`src/rtl/sdc_pkg.sv`:
```
package sdc_pkg;

  typedef enum logic [3:0] {
    CMD_LMR = 4'b0000,
    CMD_REF = 4'b0001,
    CMD_PRE = 4'b0010,
    CMD_ACT = 4'b0011,
    CMD_WR  = 4'b0100,
    CMD_RD  = 4'b0101,
    CMD_NOP = 4'b0111
  } sd_cmd_e;

  typedef enum logic [2:0] {
    ST_OFF, ST_PALL, ST_IREF, ST_LMR, ST_IDLE, ST_RW, ST_PRE
  } sd_state_e;

  // Cycles from READ/WRITE to PRECHARGE: honour tRAS (measured from ACTIVE) and tWR.
  function automatic int unsigned rw_to_pre(int unsigned t_ras, int unsigned t_rcd,
                                            int unsigned t_wr, bit is_wr);
    int unsigned ras_part;
    int unsigned wr_part;
    ras_part = (t_ras > t_rcd) ? t_ras - t_rcd : 1;
    wr_part  = is_wr ? t_wr : 1;
    return (ras_part > wr_part) ? ras_part : wr_part;
  endfunction

  // Cycles from PRECHARGE to the next row command: tRP and what remains of tRC.
  function automatic int unsigned pre_to_next(int unsigned t_rp, int unsigned t_rc,
                                              int unsigned t_rcd, int unsigned rw_gap);
    int unsigned used;
    int unsigned rest;
    used = t_rcd + rw_gap;
    rest = (t_rc > used) ? t_rc - used : 0;
    return (t_rp > rest) ? t_rp : rest;
  endfunction

  // Mode register word: burst 1, sequential, given latency, standard mode, single write.
  function automatic logic [15:0] mode_image(int unsigned cas_lat);
    logic [15:0] m;
    m      = '0;
    m[6:4] = cas_lat[2:0];
    m[9]   = 1'b1;
    return m;
  endfunction

endpackage

```
`src/rtl/sdc_refresh_timer.sv`:
```
module sdc_refresh_timer #(
  parameter int REF_W = 16
) (
  input  logic             clk,
  input  logic             rst_n,
  input  logic             run,
  input  logic [REF_W-1:0] reload,
  input  logic             ack,
  output logic             pend
);
  logic [REF_W-1:0] cnt_q;
  logic             expire;

  assign expire = run && (cnt_q == '0);

  always_ff @(posedge clk) begin
    if (!rst_n) begin
      cnt_q <= '0;
      pend  <= 1'b0;
    end else begin
      if (!run)        cnt_q <= reload;
      else if (expire) cnt_q <= reload;
      else             cnt_q <= cnt_q - 1'b1;
      if (expire)      pend <= 1'b1;
      else if (ack)    pend <= 1'b0;
    end
  end

  a_r9_no_pend_before_run: assert property (@(posedge clk) disable iff (!rst_n)
    !run |=> !pend);
endmodule

```
`src/rtl/sdc_rd_capture.sv`:
```
module sdc_rd_capture #(
  parameter int DATA_W  = 32,
  parameter int CAS_LAT = 3
) (
  input  logic              clk,
  input  logic              rst_n,
  input  logic              rd_issue,
  input  logic [DATA_W-1:0] dq_in,
  output logic              rd_valid,
  output logic [DATA_W-1:0] rd_data
);
  logic [CAS_LAT-1:0] pipe_q;

  generate
    if (CAS_LAT == 1) begin : g_one
      always_ff @(posedge clk) begin
        if (!rst_n) pipe_q <= '0;
        else        pipe_q <= rd_issue;
      end
    end else begin : g_many
      always_ff @(posedge clk) begin
        if (!rst_n) pipe_q <= '0;
        else        pipe_q <= {pipe_q[CAS_LAT-2:0], rd_issue};
      end
    end
  endgenerate

  always_ff @(posedge clk) begin
    if (!rst_n) begin
      rd_valid <= 1'b0;
      rd_data  <= '0;
    end else begin
      rd_valid <= pipe_q[CAS_LAT-1];
      if (pipe_q[CAS_LAT-1]) rd_data <= dq_in;
    end
  end

  a_r8_latency: assert property (@(posedge clk) disable iff (!rst_n)
    rd_valid |-> $past(rd_issue, CAS_LAT + 1));
endmodule

```
`src/rtl/sdc_fsm.sv`:
```
module sdc_fsm
  import sdc_pkg::*;
#(
  parameter int BANK_W    = 2,
  parameter int ROW_W     = 12,
  parameter int COL_W     = 8,
  parameter int DATA_W    = 32,
  parameter int INIT_WAIT = 10000,
  parameter int INIT_REFS = 8,
  parameter int CAS_LAT   = 3,
  parameter int T_RCD     = 2,
  parameter int T_RAS     = 4,
  parameter int T_WR      = 2,
  parameter int T_RP      = 2,
  parameter int T_RC      = 7,
  parameter int T_MRD     = 2
) (
  input  logic                          clk,
  input  logic                          rst_n,
  input  logic                          host_valid,
  input  logic                          host_write,
  input  logic [BANK_W+ROW_W+COL_W-1:0] host_addr,
  input  logic [DATA_W-1:0]             host_wdata,
  output logic                          host_ready,
  input  logic                          ref_pend,
  output logic                          ref_ack,
  output logic                          init_done,
  output logic                          cke,
  output sd_cmd_e                       cmd,
  output logic [BANK_W-1:0]             ba,
  output logic [ROW_W-1:0]              a,
  output logic [DATA_W-1:0]             dq_out,
  output logic                          dq_oe,
  output logic [DATA_W/8-1:0]           dqm
);
  localparam int          AP_BIT  = 10;
  localparam int          WAIT_W  = $clog2(INIT_WAIT + T_RC + 2);
  localparam int          RCNT_W  = $clog2(INIT_REFS + 1);
  localparam int          SAT_W   = $clog2(T_RC + 2);
  localparam int unsigned GAP_RD  = rw_to_pre(T_RAS, T_RCD, T_WR, 1'b0);
  localparam int unsigned GAP_WR  = rw_to_pre(T_RAS, T_RCD, T_WR, 1'b1);
  localparam int unsigned CLS_RD  = pre_to_next(T_RP, T_RC, T_RCD, GAP_RD);
  localparam int unsigned CLS_WR  = pre_to_next(T_RP, T_RC, T_RCD, GAP_WR);
  localparam logic [15:0] MODE_W  = mode_image(CAS_LAT);

  sd_state_e           st_q;
  logic [WAIT_W-1:0]   dly_q;
  logic [RCNT_W-1:0]   refs_left_q;
  logic                we_q;
  logic [COL_W-1:0]    col_q;
  logic [DATA_W-1:0]   wdata_q;
  logic                accept;

  assign host_ready = init_done && (st_q == ST_IDLE) && (dly_q == '0) && !ref_pend;
  assign accept     = host_valid && host_ready;

  always_ff @(posedge clk) begin
    if (!rst_n) begin
      st_q        <= ST_OFF;
      dly_q       <= '0;
      refs_left_q <= '0;
      we_q        <= 1'b0;
      col_q       <= '0;
      wdata_q     <= '0;
      init_done   <= 1'b0;
      cke         <= 1'b0;
      cmd         <= CMD_NOP;
      ba          <= '0;
      a           <= '0;
      dq_out      <= '0;
      dq_oe       <= 1'b0;
      dqm         <= '1;
      ref_ack     <= 1'b0;
    end else begin
      cmd     <= CMD_NOP;
      dq_oe   <= 1'b0;
      ref_ack <= 1'b0;
      if (dly_q != '0) begin
        dly_q <= dly_q - 1'b1;
      end else begin
        case (st_q)
          ST_OFF: begin
            cke   <= 1'b1;
            dly_q <= WAIT_W'(INIT_WAIT - 1);
            st_q  <= ST_PALL;
          end
          ST_PALL: begin
            cmd         <= CMD_PRE;
            a           <= '0;
            a[AP_BIT]   <= 1'b1;
            dly_q       <= WAIT_W'(T_RP - 1);
            refs_left_q <= RCNT_W'(INIT_REFS);
            st_q        <= ST_IREF;
          end
          ST_IREF: begin
            cmd         <= CMD_REF;
            dly_q       <= WAIT_W'(T_RC - 1);
            refs_left_q <= refs_left_q - 1'b1;
            if (refs_left_q == RCNT_W'(1)) st_q <= ST_LMR;
          end
          ST_LMR: begin
            cmd       <= CMD_LMR;
            ba        <= '0;
            a         <= MODE_W[ROW_W-1:0];
            dly_q     <= WAIT_W'(T_MRD - 1);
            init_done <= 1'b1;
            st_q      <= ST_IDLE;
          end
          ST_IDLE: begin
            if (init_done && ref_pend) begin
              cmd     <= CMD_REF;
              ref_ack <= 1'b1;
              dly_q   <= WAIT_W'(T_RC - 1);
            end else if (accept) begin
              cmd     <= CMD_ACT;
              ba      <= host_addr[BANK_W+ROW_W+COL_W-1 -: BANK_W];
              a       <= host_addr[ROW_W+COL_W-1 -: ROW_W];
              we_q    <= host_write;
              col_q   <= host_addr[COL_W-1:0];
              wdata_q <= host_wdata;
              dly_q   <= WAIT_W'(T_RCD - 1);
              st_q    <= ST_RW;
            end
          end
          ST_RW: begin
            cmd            <= we_q ? CMD_WR : CMD_RD;
            a              <= '0;
            a[COL_W-1:0]   <= col_q;
            dqm            <= '0;
            dq_out         <= wdata_q;
            dq_oe          <= we_q;
            dly_q          <= WAIT_W'((we_q ? GAP_WR : GAP_RD) - 1);
            st_q           <= ST_PRE;
          end
          ST_PRE: begin
            cmd       <= CMD_PRE;
            a         <= '0;
            a[AP_BIT] <= 1'b1;
            dly_q     <= WAIT_W'((we_q ? CLS_WR : CLS_RD) - 1);
            st_q      <= ST_IDLE;
          end
          default: st_q <= ST_OFF;
        endcase
      end
    end
  end

  // Observation counters for the assertions (saturating, cycles since last event).
  logic [SAT_W-1:0] since_act_q, since_row_q, since_pre_q;
  logic             row_open_q;

  always_ff @(posedge clk) begin
    if (!rst_n) begin
      since_act_q <= SAT_W'(T_RC);
      since_row_q <= SAT_W'(T_RC);
      since_pre_q <= SAT_W'(T_RC);
      row_open_q  <= 1'b0;
    end else begin
      since_act_q <= (cmd == CMD_ACT) ? SAT_W'(1) :
                     (since_act_q < SAT_W'(T_RC)) ? since_act_q + 1'b1 : since_act_q;
      since_row_q <= (cmd == CMD_ACT || cmd == CMD_REF) ? SAT_W'(1) :
                     (since_row_q < SAT_W'(T_RC)) ? since_row_q + 1'b1 : since_row_q;
      since_pre_q <= (cmd == CMD_PRE) ? SAT_W'(1) :
                     (since_pre_q < SAT_W'(T_RC)) ? since_pre_q + 1'b1 : since_pre_q;
      if (cmd == CMD_ACT)      row_open_q <= 1'b1;
      else if (cmd == CMD_PRE) row_open_q <= 1'b0;
    end
  end

  a_r4_ready_after_init: assert property (@(posedge clk) disable iff (!rst_n)
    !init_done |-> !host_ready);
  a_r6_rcd: assert property (@(posedge clk) disable iff (!rst_n)
    (cmd == CMD_RD || cmd == CMD_WR) |-> since_act_q >= SAT_W'(T_RCD));
  a_r6_ras: assert property (@(posedge clk) disable iff (!rst_n)
    (cmd == CMD_PRE && row_open_q) |-> since_act_q >= SAT_W'(T_RAS));
  a_r6_rc: assert property (@(posedge clk) disable iff (!rst_n)
    (cmd == CMD_ACT || cmd == CMD_REF) |-> since_row_q >= SAT_W'(T_RC));
  a_r6_rp: assert property (@(posedge clk) disable iff (!rst_n)
    (cmd == CMD_ACT || cmd == CMD_REF) |-> since_pre_q >= SAT_W'(T_RP));
  a_r10_ref_rows_closed: assert property (@(posedge clk) disable iff (!rst_n)
    (cmd == CMD_REF) |-> !row_open_q);
  a_r7_oe_only_on_write: assert property (@(posedge clk) disable iff (!rst_n)
    dq_oe |-> (cmd == CMD_WR));
  a_r2_cke_before_cmd: assert property (@(posedge clk) disable iff (!rst_n)
    !cke |-> (cmd == CMD_NOP));
endmodule

```
`src/rtl/sdram_ctrl.sv`:
```
module sdram_ctrl
  import sdc_pkg::*;
#(
  parameter int BANK_W    = 2,
  parameter int ROW_W     = 12,
  parameter int COL_W     = 8,
  parameter int DATA_W    = 32,
  parameter int REF_W     = 16,
  parameter int INIT_WAIT = 10000,
  parameter int INIT_REFS = 8,
  parameter int CAS_LAT   = 3,
  parameter int T_RCD     = 2,
  parameter int T_RAS     = 4,
  parameter int T_WR      = 2,
  parameter int T_RP      = 2,
  parameter int T_RC      = 7,
  parameter int T_MRD     = 2,
  localparam int ADDR_W   = BANK_W + ROW_W + COL_W,
  localparam int MASK_W   = DATA_W / 8
) (
  input  logic              clk,
  input  logic              rst_n,
  input  logic [REF_W-1:0]  cfg_refresh_count,
  input  logic              host_valid,
  output logic              host_ready,
  input  logic              host_write,
  input  logic [ADDR_W-1:0] host_addr,
  input  logic [DATA_W-1:0] host_wdata,
  output logic              rd_valid,
  output logic [DATA_W-1:0] rd_data,
  output logic              init_done,
  output logic              sd_cke,
  output logic              sd_cs_n,
  output logic              sd_ras_n,
  output logic              sd_cas_n,
  output logic              sd_we_n,
  output logic [BANK_W-1:0] sd_ba,
  output logic [ROW_W-1:0]  sd_a,
  output logic [DATA_W-1:0] sd_dq_out,
  output logic              sd_dq_oe,
  input  logic [DATA_W-1:0] sd_dq_in,
  output logic [MASK_W-1:0] sd_dqm
);
  sd_cmd_e cmd;
  logic    ref_pend, ref_ack;

  sdc_refresh_timer #(.REF_W(REF_W)) u_timer (
    .clk(clk), .rst_n(rst_n), .run(init_done), .reload(cfg_refresh_count),
    .ack(ref_ack), .pend(ref_pend)
  );

  sdc_fsm #(
    .BANK_W(BANK_W), .ROW_W(ROW_W), .COL_W(COL_W), .DATA_W(DATA_W),
    .INIT_WAIT(INIT_WAIT), .INIT_REFS(INIT_REFS), .CAS_LAT(CAS_LAT),
    .T_RCD(T_RCD), .T_RAS(T_RAS), .T_WR(T_WR), .T_RP(T_RP), .T_RC(T_RC), .T_MRD(T_MRD)
  ) u_fsm (
    .clk(clk), .rst_n(rst_n), .host_valid(host_valid), .host_write(host_write),
    .host_addr(host_addr), .host_wdata(host_wdata), .host_ready(host_ready),
    .ref_pend(ref_pend), .ref_ack(ref_ack), .init_done(init_done), .cke(sd_cke),
    .cmd(cmd), .ba(sd_ba), .a(sd_a), .dq_out(sd_dq_out), .dq_oe(sd_dq_oe), .dqm(sd_dqm)
  );

  sdc_rd_capture #(.DATA_W(DATA_W), .CAS_LAT(CAS_LAT)) u_rdcap (
    .clk(clk), .rst_n(rst_n), .rd_issue(cmd == CMD_RD), .dq_in(sd_dq_in),
    .rd_valid(rd_valid), .rd_data(rd_data)
  );

  assign {sd_cs_n, sd_ras_n, sd_cas_n, sd_we_n} = cmd;

  a_r10_ref_blocks_host: assert property (@(posedge clk) disable iff (!rst_n)
    ref_pend |-> !host_ready);
endmodule

```
`config.mk`:
```
export PLATFORM = sky130hd
export DESIGN_NAME = sdram_ctrl
export DESIGN_NICKNAME = d
export VERILOG_FILES = /design/src/rtl/sdc_pkg.sv /design/src/rtl/sdc_refresh_timer.sv /design/src/rtl/sdc_rd_capture.sv /design/src/rtl/sdc_fsm.sv /design/src/rtl/sdram_ctrl.sv
export SDC_FILE = /design/constraint.sdc
export NUM_CORES = 1
export LEC_CHECK = 0
export BUFFER_PORTS_ARGS = -buffer_cell sky130_fd_sc_hd__buf_2
export CAP_MARGIN = 10
export CORE_MARGIN = 5
export CORE_UTILIZATION = 38
export CTS_CLUSTER_DIAMETER = 30
export CTS_CLUSTER_SIZE = 14
export DETAILED_ROUTE_END_ITERATION = 16
export GPL_ROUTABILITY_DRIVEN = 0
export PLACE_DENSITY = 0.68
export SLEW_MARGIN = 20
export SYNTH_ARGS = -nofsm -noshare
export SYNTH_HDL_FRONTEND = slang
export SYNTH_SLANG_ARGS = --single-unit
```
`constraint.sdc`:
```
create_clock -name clk -period 2 [get_ports clk]
set_input_delay 0.2 -clock clk [delete_from_list [all_inputs] [get_ports clk]]
set_output_delay 0.2 -clock clk [all_outputs]
set_load 0.01 [all_outputs]
```
**Word-level counts from Yosys, hierarchy flattened**

Index checks and enable logic that the tools add are counted.

- Register bits: 173
- Input port bits: 106
- Output and inout port bits: 91

- Add/sub/neg operators: 3
- Equal/unequal tests: 12
- Mux-type cells: 24
- Bitwise operators: 5
- Reductions and logical operators: 31

Operators by type and width:

| cell | count |
|---|---|
| case mux 14 bit (5 select lines) | 1 |
| case mux 12 bit (4 select lines) | 1 |
| two-way mux 14 bit | 3 |
| two-way mux 16 bit | 2 |
| two-way mux 12 bit | 2 |
| case mux 4 bit (5 select lines) | 1 |
| case mux 3 bit (6 select lines) | 1 |
| logical NOT 16 bit | 1 |
| AND reduction 4 bit | 4 |
| subtractor 16 x 1 -> 16 bit (second input constant) | 1 |
| logical NOT 14 bit | 1 |
| nonzero test 14 bit | 1 |
| subtractor 14 x 1 -> 14 bit (second input constant) | 1 |
| two-way mux 3 bit | 4 |
| AND reduction 2 bit | 5 |
| == test 3 bit (second input constant) | 3 |
| OR reduction 3 bit | 3 |
| case mux 4 bit (2 select lines) | 1 |
| == test 3 x 2 -> 1 bit (second input constant) | 2 |
| logical AND 1 bit | 6 |
| nonzero test 2 bit | 3 |
| nonzero test 6 bit | 1 |
| OR reduction 2 bit | 3 |
| inverter 1 bit | 5 |
| 14 further kinds | 19 |

**Depth between registers and ports, before layout**

Gate-level depths: netlist (run 1).

- Word-level depth: 9
- Depth in mapped cells: 9
- Gate-level depth less buffers: 6

**Cells and area by module**

Synthesis (run 1) repeated with hierarchy kept, for this count alone.

- Cell total of the unflattened synthesis: 788
- Area, all modules: 7140.6 um^2

By module, submodules not included:

| module | times used | cells each | area an instance (um^2) |
|---|---|---|---|
| sdc_fsm | 1 | 572 | 4835.9 |
| sdc_rd_capture | 1 | 111 | 1348.8 |
| sdc_refresh_timer | 1 | 104 | 943.4 |
| sdram_ctrl | 1 | 1 | 12.5 |

**Worst setup path after synthesis (run 1)**

No wires, ideal clock.

- Path kind: reg2out
- From: register u_fsm.dly_q[2]
- To: output host_ready
- Data arrival time: 1771 ps
- Slack: 29 ps
- Stages on the path, launching flop included: 6
- Buffers on the path: 2
- Cell sequence: dfxtp_1 nor4_4 nand4_4 buf_6 clkbuf_1 nor4_1

- Cells in the longest elaborated chain, start to end: 3

RTL lines:

| item | line | RTL |
|---|---|---|
| start, declared | sdc_fsm.sv:47 | `logic [WAIT_W-1:0] dly_q;` |
| start signal, assigned | sdc_fsm.sv:79 | `dly_q <= dly_q - 1'b1;` |
| start signal, assigned | sdc_fsm.sv:84 | `dly_q <= WAIT_W'(INIT_WAIT - 1);` |
| start signal, assigned | sdc_fsm.sv:91 | `dly_q <= WAIT_W'(T_RP - 1);` |
| logical NOT 14 bit | sdc_fsm.sv:54 | `assign host_ready = init_done && (st_q == ST_IDLE) && (dly_q == '0) && !ref_pend;` |
| logical AND 1 bit (2 in series) | sdc_fsm.sv:54 |  |
| end, declared | sdram_ctrl.sv:25 | `output logic host_ready,` |

Every way passes these cells.

**Worst setup path in the final report (run 1)**

- From: register u_fsm.st_q[0]
- To: output host_ready

- Cells in the longest elaborated chain, start to end: 4

RTL lines:

| item | line | RTL |
|---|---|---|
| start, declared | sdc_fsm.sv:46 | `sd_state_e st_q;` |
| start signal, assigned | sdc_fsm.sv:59 | `st_q <= ST_OFF;` |
| start signal, assigned | sdc_fsm.sv:85 | `st_q <= ST_PALL;` |
| start signal, assigned | sdc_fsm.sv:93 | `st_q <= ST_IREF;` |
| == test 3 bit | sdc_fsm.sv:54 |  |
| logical AND 1 bit (3 in series) | sdc_fsm.sv:54 |  |

Every way passes these cells.

==> impl_metrics.yaml, run 1 <==
outcome:
  status: "complete, no violations"
layout:
  final_area_um2: 9110
  mostFrequentLayoutCells: "buf_2 (195), dfxtp_1 (168), a21oi_1 (126), o21ai_0 (106), nand3_1 (82)"
  num_antenna_cells: 0
  drive_gt1_share_pct: 28.1
  stdcell_count: 1262
  layout_commonest_cell: "buf_2"
  syn2layout_area_growth_pct: 26.5
  fin_nets: 1127
worst_setup_path:
  ff2ff_path_depth: 8
  arrival_ns: 1.71
  cp-end-kind: "primary output"
  cp_max_fo: 7
  criticalPathCategory: "reg -> out"
  r2r-start: "u_fsm.dly_q[1]"
  worstPathRequired_ns: 1.80
  r2r_slack_ns: 0.13
  start_kind: "flip-flop"
  reg2reg_to: "u_fsm.dly_q[7]"
detailed_routing:
  drt_iter0_drc: 445
  drc: 0
  wire_per_inst_um: 15.7
  drtPass1Iterations: 5
  wirelength_mm: 19.8
  avgViaCountPerCell: 5.40
  vias: 6815
  drtAntennaViolNets: 0
timing:
  drv_slew: 0
  rsz0062_at_grt: "no"
  fmax_ghz: 0.523
  min_period_ns: 1.91
  setup_viol: 0
  period_share_pct: 95.7
  final_hold_viol_count: 0
  tightest_slew_ns: 0.603
  finalClockSkew_ns: 0.0108
  slew_headroom_pct: 59.7
min_path:
  worstHoldPathType: "in -> reg"
  min_path_cells: 3
  holdCritStartpoint: "sd_dq_in[30]"
  hold_path_end: "u_rdcap.rd_data[30]"
logic_synthesis:
  syn_inst: 845
  synth_ff_type: "dfxtp_1"
  syn_area_um2: 7210
  yosys_warnings: 0
  ys_seq_elements: 169
  synth_fp_nets: 957
  ys_types: 57
  yosysSeqAreaShare_pct: 46.9
  synth-async-reset-ratio_pct: 0
  synth_edf_count: 0
  avgSynthCellArea_um2: 8.53
clocking:
  tritoncts: "done"
  clock_latency_ns: 0.42
  path_clk_slew_ns: 0.06
  numClockSinks: 169
  numCtsBuffers: 17
  clk_path_buf_depth: 2
  cts_root_buf: "clkbuf_16"
  htree_levels: 4
grt:
  grt_use_total_pct: 17.7
  grt_max_degree: 55
  antenna_found_initial: 0
  grt_overflow_total: 0
  first_global_vias: 6521
  grt_pass1_wl_mm: 32.2
die:
  coreArea_um2: 18700
  die_area_um2: 21800
  die_h_um: 148
  row_count: 50
  die_x_um: 148
  start_util_pct: 38.5
  io_pins: 197
placed_design:
  place_inst: 1228
  dpl_cell_area_um2: 8530
  io_buffers: 195
  dp_hpwl_mm: 13.4
power:
  power_mw: 9.32
  power_density_nw_per_um2: 1020
  p_leak_nw: 3.49
  ir_drop_mv: 0.606
flow_run:
  cap_violations: 0
kinds of logic after synthesis:
group	Yosys count	synth area share, %
flops	169	46.9
simple gates	241	18.0
compound gates	277	21.0
other cells	1	0.0520
mux	40	5.66
xor+xnor	14	1.70
fa+ha+maj	6	1.04
buf+inv	97	5.63
area by class of cell:
cell class | instances | area [um2]
multi-input combinational | 579 | 3450
timing repair buffer | 235 | 1390
inverter | 13 | 51.3
fill | 1827 | 9590
clock buffer | 21 | 450
sequential | 169 | 3380
clock inverter | 11 | 88.8
tap | 234 | 293
Yosys cell counts (3+ instances only):
master / count / share of area [%]
a211oi_1: 14 / 1.5
a21oi_1: 126 / 8.7
a311oi_1: 3 / 0.36
a31oi_1: 8 / 0.69
and2_1: 4 / 0.35
and4_1: 3 / 0.36
buf_1: 4 / 0.21
buf_2: 12 / 0.83
buf_4: 5 / 0.52
clkbuf_1: 62 / 3.2
dfxtp_1: 169 / 47
ha_1: 6 / 1.0
inv_1: 13 / 0.68
mux2_2: 6 / 0.94
mux2i_1: 34 / 4.7
nand2_1: 23 / 1.2
nand2b_1: 6 / 0.52
nand3_1: 82 / 5.7
nand3b_1: 3 / 0.31
nand4_1: 13 / 1.1
nor2_1: 50 / 2.6
nor2b_1: 3 / 0.26
nor3_1: 10 / 0.69
nor4_1: 12 / 1.0
o21ai_0: 106 / 7.4
or2_2: 3 / 0.26
or3_1: 9 / 0.78
or4_1: 6 / 0.62
xnor2_1: 13 / 1.6
what timing repair did:
action | in CTS | in global routing
setup buffers | 1 | 0
gates resized for setup | 4 | 3
hold buffers | 1 | 0
setup endpoints to repair | 15 | 4
endpoints found under the hold margin | 1 | 0
pin swaps | 1 | 1
metrics by stage:
step / hold WS [ns] / worst slack, ns / util (%) / setup TNS (ns)
global placement: 0.401 / 0.00136 / 45.6 / 0
detailed placement: 0.409 / -0.0468 / 45.6 / -0.164
floorplan: 0.347 / 0.0294 / - / 0
finish: 0.0180 / 0.0870 / 48.7 / 0
CTS: 0.000499 / 0.00567 / 48.7 / 0
global route: 0.0144 / 0.00205 / 48.7 / 0
flip-flops by register name, indices dropped and copies added, names as in the netlist:
register           count
u_fsm.a               12
u_fsm.col_q            8
u_rdcap.rd_data       32
u_fsm.init_done        1
u_fsm.ref_ack          1
u_fsm.dq_oe            1
u_fsm.we_q             1
u_rdcap.rd_valid       1
u_timer.cnt_q         16
u_fsm.ba               2
u_rdcap.pipe_q         3
u_fsm.st_q             3
u_fsm.dly_q           14
u_fsm.wdata_q         32
u_fsm.cke              1
u_timer.pend           1
u_fsm.refs_left_q      4
u_fsm.dqm              1
u_fsm.dq_out          32
u_fsm.cmd              3
critical path: stages, from the launching register on:
cell and delay, ns:
dfxtp_1 0.38, or3b_4 0.47, nor4_2 0.25, buf_2 0.19
routing by layer:
layer / global-route usage (%) / part of all wire, % / routed length (um)
met2: 28.3 / 48 / 9410
met4: 6.01 / 1.9 / 370
met5: 0 / 0 / 0
met1: 23.5 / 44 / 8810
met3: 4.14 / 6.1 / 1210
power by group:
| group | internal, mW | switching, mW | leakage (nW) |
|---|---|---|---|
| combinational | 1.01 | 1.53 | 1.86 |
| clock | 1.64 | 1.38 | 0.260 |
| sequential | 3.54 | 0.209 | 1.37 |
worst max path at each step:
stage                          start               end  slack (ns)  depth (start not counted)
global placement    u_timer.cnt_q[0]  u_timer.cnt_q[3]       0.001                          6
global route        u_timer.cnt_q[0]  u_timer.cnt_q[8]       0.002                          6
CTS                    u_fsm.st_q[0]        host_ready       0.006                          3
floorplan             u_fsm.dly_q[2]        host_ready        0.03                          5
finish                 u_fsm.st_q[0]        host_ready        0.09                          3
detailed placement  u_timer.cnt_q[0]  u_timer.cnt_q[4]       -0.05                          6
Note: power is estimated with default switching activity, not from simulation.
==> run 2, diff against run 1 <==
- BUFFER_PORTS_ARGS: -buffer_cell sky130_fd_sc_hd__buf_2 -> -buffer_cell sky130_fd_sc_hd__buf_4
==> run 2 against run 1 <==
First-iteration DRC count fell by 18%. Cell area up 7.6%. Utilization up 3.7 points. Sequential power hardly changed. Total power is 3.6% higher. Die area unchanged. Fmax decreased by 0.19%. Worst hold slack hardly changed. Global-route usage increased by 0.46 points. Final cell count up 1.3%. Sequential share of layout area decreased by 2.6 points. Combinational power is 8% higher.
==> impl_metrics.yaml, run 2 (synthesis gave the netlist of run 1 again) <==
timing:
  rsz0062_at_grt: "no"
  min_period_ns: 1.92
  tightest_slew_ns: 0.627
  setup_viol: 0
  holdWs_ns: 0.0178
  finalClockSkew_ns: 0.00822
  fmax_ghz: 0.522
  period_share_pct: 95.8
  final_hold_viol_count: 0
  fin_tns_setup_ns: 0
  drv_slew: 0
  slew_headroom_pct: 58.1
grt:
  grt_use_total_pct: 18.1
  grt_max_degree: 52
  antenna_found_initial: 0
  grt_overflow_total: 0
  first_global_vias: 6476
  grt_pass1_wl_mm: 32.7
worst_setup_path:
  cp-end-kind: "primary output"
  start_kind: "flip-flop"
  arrival_ns: 1.72
  criticalPathCategory: "reg -> out"
  cp_max_fo: 7
  worstPathRequired_ns: 1.80
power:
  power_mw: 9.66
  power_density_nw_per_um2: 985
  ir_drop_mv: 0.712
  p_leak_nw: 3.67
detailed_routing:
  drtPass1Iterations: 4
  drtAntennaViolNets: 0
  drc: 0
  wirelength_mm: 20.3
  avgViaCountPerCell: 5.39
  wire_per_inst_um: 15.9
  vias: 6892
  drt_iter0_drc: 365
die:
  row_count: 50
  io_pins: 197
  start_util_pct: 38.5
  die_area_um2: 21800
  die_h_um: 148
  coreArea_um2: 18700
  die_x_um: 148
clocking:
  numClockSinks: 169
  htree_levels: 4
  numCtsBuffers: 17
  cts_root_buf: "clkbuf_16"
  tritoncts: "done"
  clk_path_buf_depth: 2
  path_clk_slew_ns: 0.07
  clock_latency_ns: 0.43
layout:
  num_antenna_cells: 0
  final_area_um2: 9810
  layout_commonest_cell: "buf_4"
  drive_gt1_share_pct: 28.4
  syn2layout_area_growth_pct: 36.1
  reg.largest.list: "u_fsm.dq_out (32), u_fsm.wdata_q (32), u_rdcap.rd_data (32)"
  mostFrequentLayoutCells: "buf_4 (228), dfxtp_1 (168), a21oi_1 (126), o21ai_0 (106), nand3_1 (82)"
  fin_nets: 1143
flow_run:
  cap_violations: 0
placed_design:
  dp_hpwl_mm: 13.7
  dpl_cell_area_um2: 9050
  io_buffers: 195
min_path:
  worstHoldPathType: "in -> reg"
outcome:
  status: "complete, no violations"
-- run 2: cell count changes in the layout (fill, tap and decap cells not counted), moves of 2 or more --
cell	change
buf_2	-195
buf_4	+198
clkbuf_1	-2
clkinv_4	+2
clkinvlp_4	-2
dlygate4sd3_1	+12
-- run 2: layer usage --
layer / wire length, um / share of wire, % / vias to the layer above / track usage (%)
met5: 0 / 0 / - / 0
met4: 636 / 3.1 / 0 / 8.34
met3: 1340 / 6.6 / 45 / 4.38
met2: 9230 / 46 / 228 / 28.1
met1: 9050 / 45 / 3202 / 23.9
li1: - / - / 3417 / -
-- run 2: final cells by class --
type	count	area, um2
repair buffers	251	2040
clock inverters	14	143
flip-flops and latches	169	3380
fillers	1777	8900
multi-input cells	579	3470
well taps	234	293
clock buffers	18	429
inverters	13	51.3
-- run 2: final timing paths --
kind | start | endpoint | slack [ns] | cells after the start
worst max-delay path | u_fsm.st_q[0] | host_ready | 0.08 | 3
worst min-delay path | sd_dq_in[13] | u_rdcap.rd_data[13] | 0.02 | 3
worst max register to register | u_fsm.dly_q[0] | u_fsm.dly_q[0] | 0.13 | 8
worst min register to register | u_fsm.cmd[1] | u_rdcap.pipe_q[0] | 0.43 | 1
-- run 2: repair_timing --
item | CTS | global route
resized for setup | 5 | 4
endpoints found under the setup margin | 15 | 5
buffers inserted | 1 | 1
pin swaps | 1 | 3
endpoints found under the hold margin | 13 | 0
hold buffers | 13 | 0
-- run 2: power breakdown --
group	leakage, nW	switching [mW]	total, mW	internal [mW]
registers	1.37	0.196	3.73	3.54
logic	2.02	1.58	2.75	1.17
clock network	0.284	1.42	3.17	1.75
-- run 2: critical path, cell delays in order, from the launching register on --
cell and delay (ns):
dfxtp_1 0.39, or3b_4 0.49, nor4_4 0.25, buf_4 0.17
-- run 2: through the flow --
step	cells	setup slack, ns	utilization, %
finish	1278	0.0833	52.4
global route	1278	0.00316	52.4
CTS	1277	0.0112	52.3
detailed placement	1231	-0.0900	48.4
global placement	1231	-0.0173	48.4
floorplan	845	0.0294	-
==> run 3, diff against run 2 <==
- CTS_BUF_LIST: default -> sky130_fd_sc_hd__clkbuf_8
==> run 3 against run 2 <==
Die area unchanged. Total power decreased by 7.8%. Via count up 4.4%. Highest routed layer unchanged.
==> impl_metrics.yaml, run 3 (synthesis gave the netlist of run 1 again) <==
outcome:
  status: "complete, no violations"
layout:
  layout_commonest_cell: "buf_4"
  mostFrequentLayoutCells: "buf_4 (227), dfxtp_1 (166), a21oi_1 (126), o21ai_0 (106), nand3_1 (82)"
  num_antenna_cells: 0
  drive_gt1_share_pct: 26.8
  reg.largest.list: "u_fsm.dq_out (32), u_fsm.wdata_q (32), u_rdcap.rd_data (32)"
  syn2layout_area_growth_pct: 42.6
  fin_nets: 1208
power:
  p_sw_share_pct: 35.1
  p_int_mw: 5.78
  p_comb_share_pct: 31.8
  power_mw: 8.91
  switchingPower_mw: 3.13
  clockPowerShare_pct: 26.2
  ir_drop_mv: 0.494
  p_leak_nw: 3.87
  power_density_nw_per_um2: 867
  pwr-share-seq_pct: 42.0
min_path:
  worstHoldPathType: "in -> reg"
die:
  start_util_pct: 38.5
  die_h_um: 148
  io_pins: 197
  coreArea_um2: 18700
  die_area_um2: 21800
  die_x_um: 148
  row_count: 50
flow_run:
  cap_violations: 0
timing:
  slew_headroom_pct: 59.2
  finalClockSkew_ns: 0.0151
  min_period_ns: 1.91
  drv_slew: 0
  period_share_pct: 95.6
  rsz0062_at_grt: "no"
  fin_ws_ns: 0.0886
  setup_viol: 0
  fmax_ghz: 0.523
  tightest_slew_ns: 0.611
  final_hold_viol_count: 0
worst_setup_path:
  cp_max_fo: 7
  cp-end-kind: "primary output"
  worstPathRequired_ns: 1.80
  arrival_ns: 1.71
  start_kind: "flip-flop"
  criticalPathCategory: "reg -> out"
grt:
  grt_pass1_wl_mm: 34.4
  grt_use_total_pct: 18.9
  grt_overflow_total: 0
  antenna_found_initial: 0
  first_global_vias: 6893
  grt_max_degree: 52
detailed_routing:
  drtPass1Iterations: 5
  drc: 0
  drt_iter0_drc: 433
  avgViaCountPerCell: 5.36
  wire_per_inst_um: 15.9
  wirelength_mm: 21.3
  drtAntennaViolNets: 0
  vias: 7192
clocking:
  clk_path_buf_depth: 2
  path_clk_slew_ns: 0.09
  tritoncts: "done"
  htree_levels: 4
  clock_latency_ns: 0.46
  cts_root_buf: "clkbuf_8"
  numCtsBuffers: 17
  numClockSinks: 169
placed_design:
  dp_slack_ns: -0.0900
  io_buffers: 195
  dp_hpwl_mm: 13.7
## run 3: layout make-up
| type | count | area (um2) |
|---|---|---|
| fill | 1690 | 8430 |
| timing repair buffer | 316 | 2700 |
| sequential | 169 | 3390 |
| tap | 234 | 293 |
| clock buffer | 17 | 234 |
| multi-input combinational | 579 | 3470 |
| clock inverter | 15 | 146 |
| inverter | 13 | 51.3 |
## run 3: path summary, 6_finish.rpt
kind | from | to | slack, ns | cells after the start
worst max register to register | u_fsm.dly_q[9] | u_fsm.dly_q[2] | 0.12 | 7
worst min-delay path | host_wdata[19] | u_fsm.wdata_q[19] | 0.03 | 3
worst min register to register | u_fsm.cmd[1] | u_rdcap.pipe_q[0] | 0.43 | 1
worst max-delay path | u_fsm.st_q[0] | host_ready | 0.09 | 3
## run 3: critical path, stage by stage, from the launching register on
cell	delay (ns)
dfxtp_2	0.37
or3b_4	0.47
nor4_4	0.25
buf_4	0.17
## run 3: what timing repair did
action | CTS | global route
setup buffers | 1 | 0
resized for setup | 5 | 6
hold buffers | 79 | 0
setup endpoints to repair | 15 | 5
hold endpoints to repair | 79 | 0
pin swaps | 3 | 0
## run 3: layer usage
| layer | wire length (um) | GRT usage, % | vias up | share of wire, % |
|---|---|---|---|---|
| met1 | 9350 | 24.4 | 3367 | 44 |
| met2 | 10000 | 30.9 | 237 | 47 |
| met5 | 0 | 0 | - | 0 |
| met3 | 1290 | 3.92 | 45 | 6.0 |
| li1 | - | - | 3543 | - |
| met4 | 629 | 7.50 | 0 | 3.0 |
## run 3: power by group through the flow
stage                     sequential [mW]  combinational, mW  clock [mW]
final                                3.74               2.83        2.34
after global routing                 3.77               3.10        2.57
after CTS                            3.73               2.81        2.41
after detailed placement             3.80               2.65           0
after global placement               3.80               2.63           0
after floorplan                      3.78               1.71           0
## run 3: through the flow
stage          hold WS (ns)  cells  utilization, %  instance area [um2]  TNS (ns)
3_5_place_dp          0.419   1231            48.4                 9050    -0.735
2_1_floorplan         0.347    845               -                 7210         0
5_1_grt              0.0141   1343            54.9                10300         0
6_report             0.0287   1343            54.9                10300         0
4_1_cts             0.00582   1343            54.8                10300         0
3_3_place_gp          0.413   1231            48.4                 9050   -0.0491
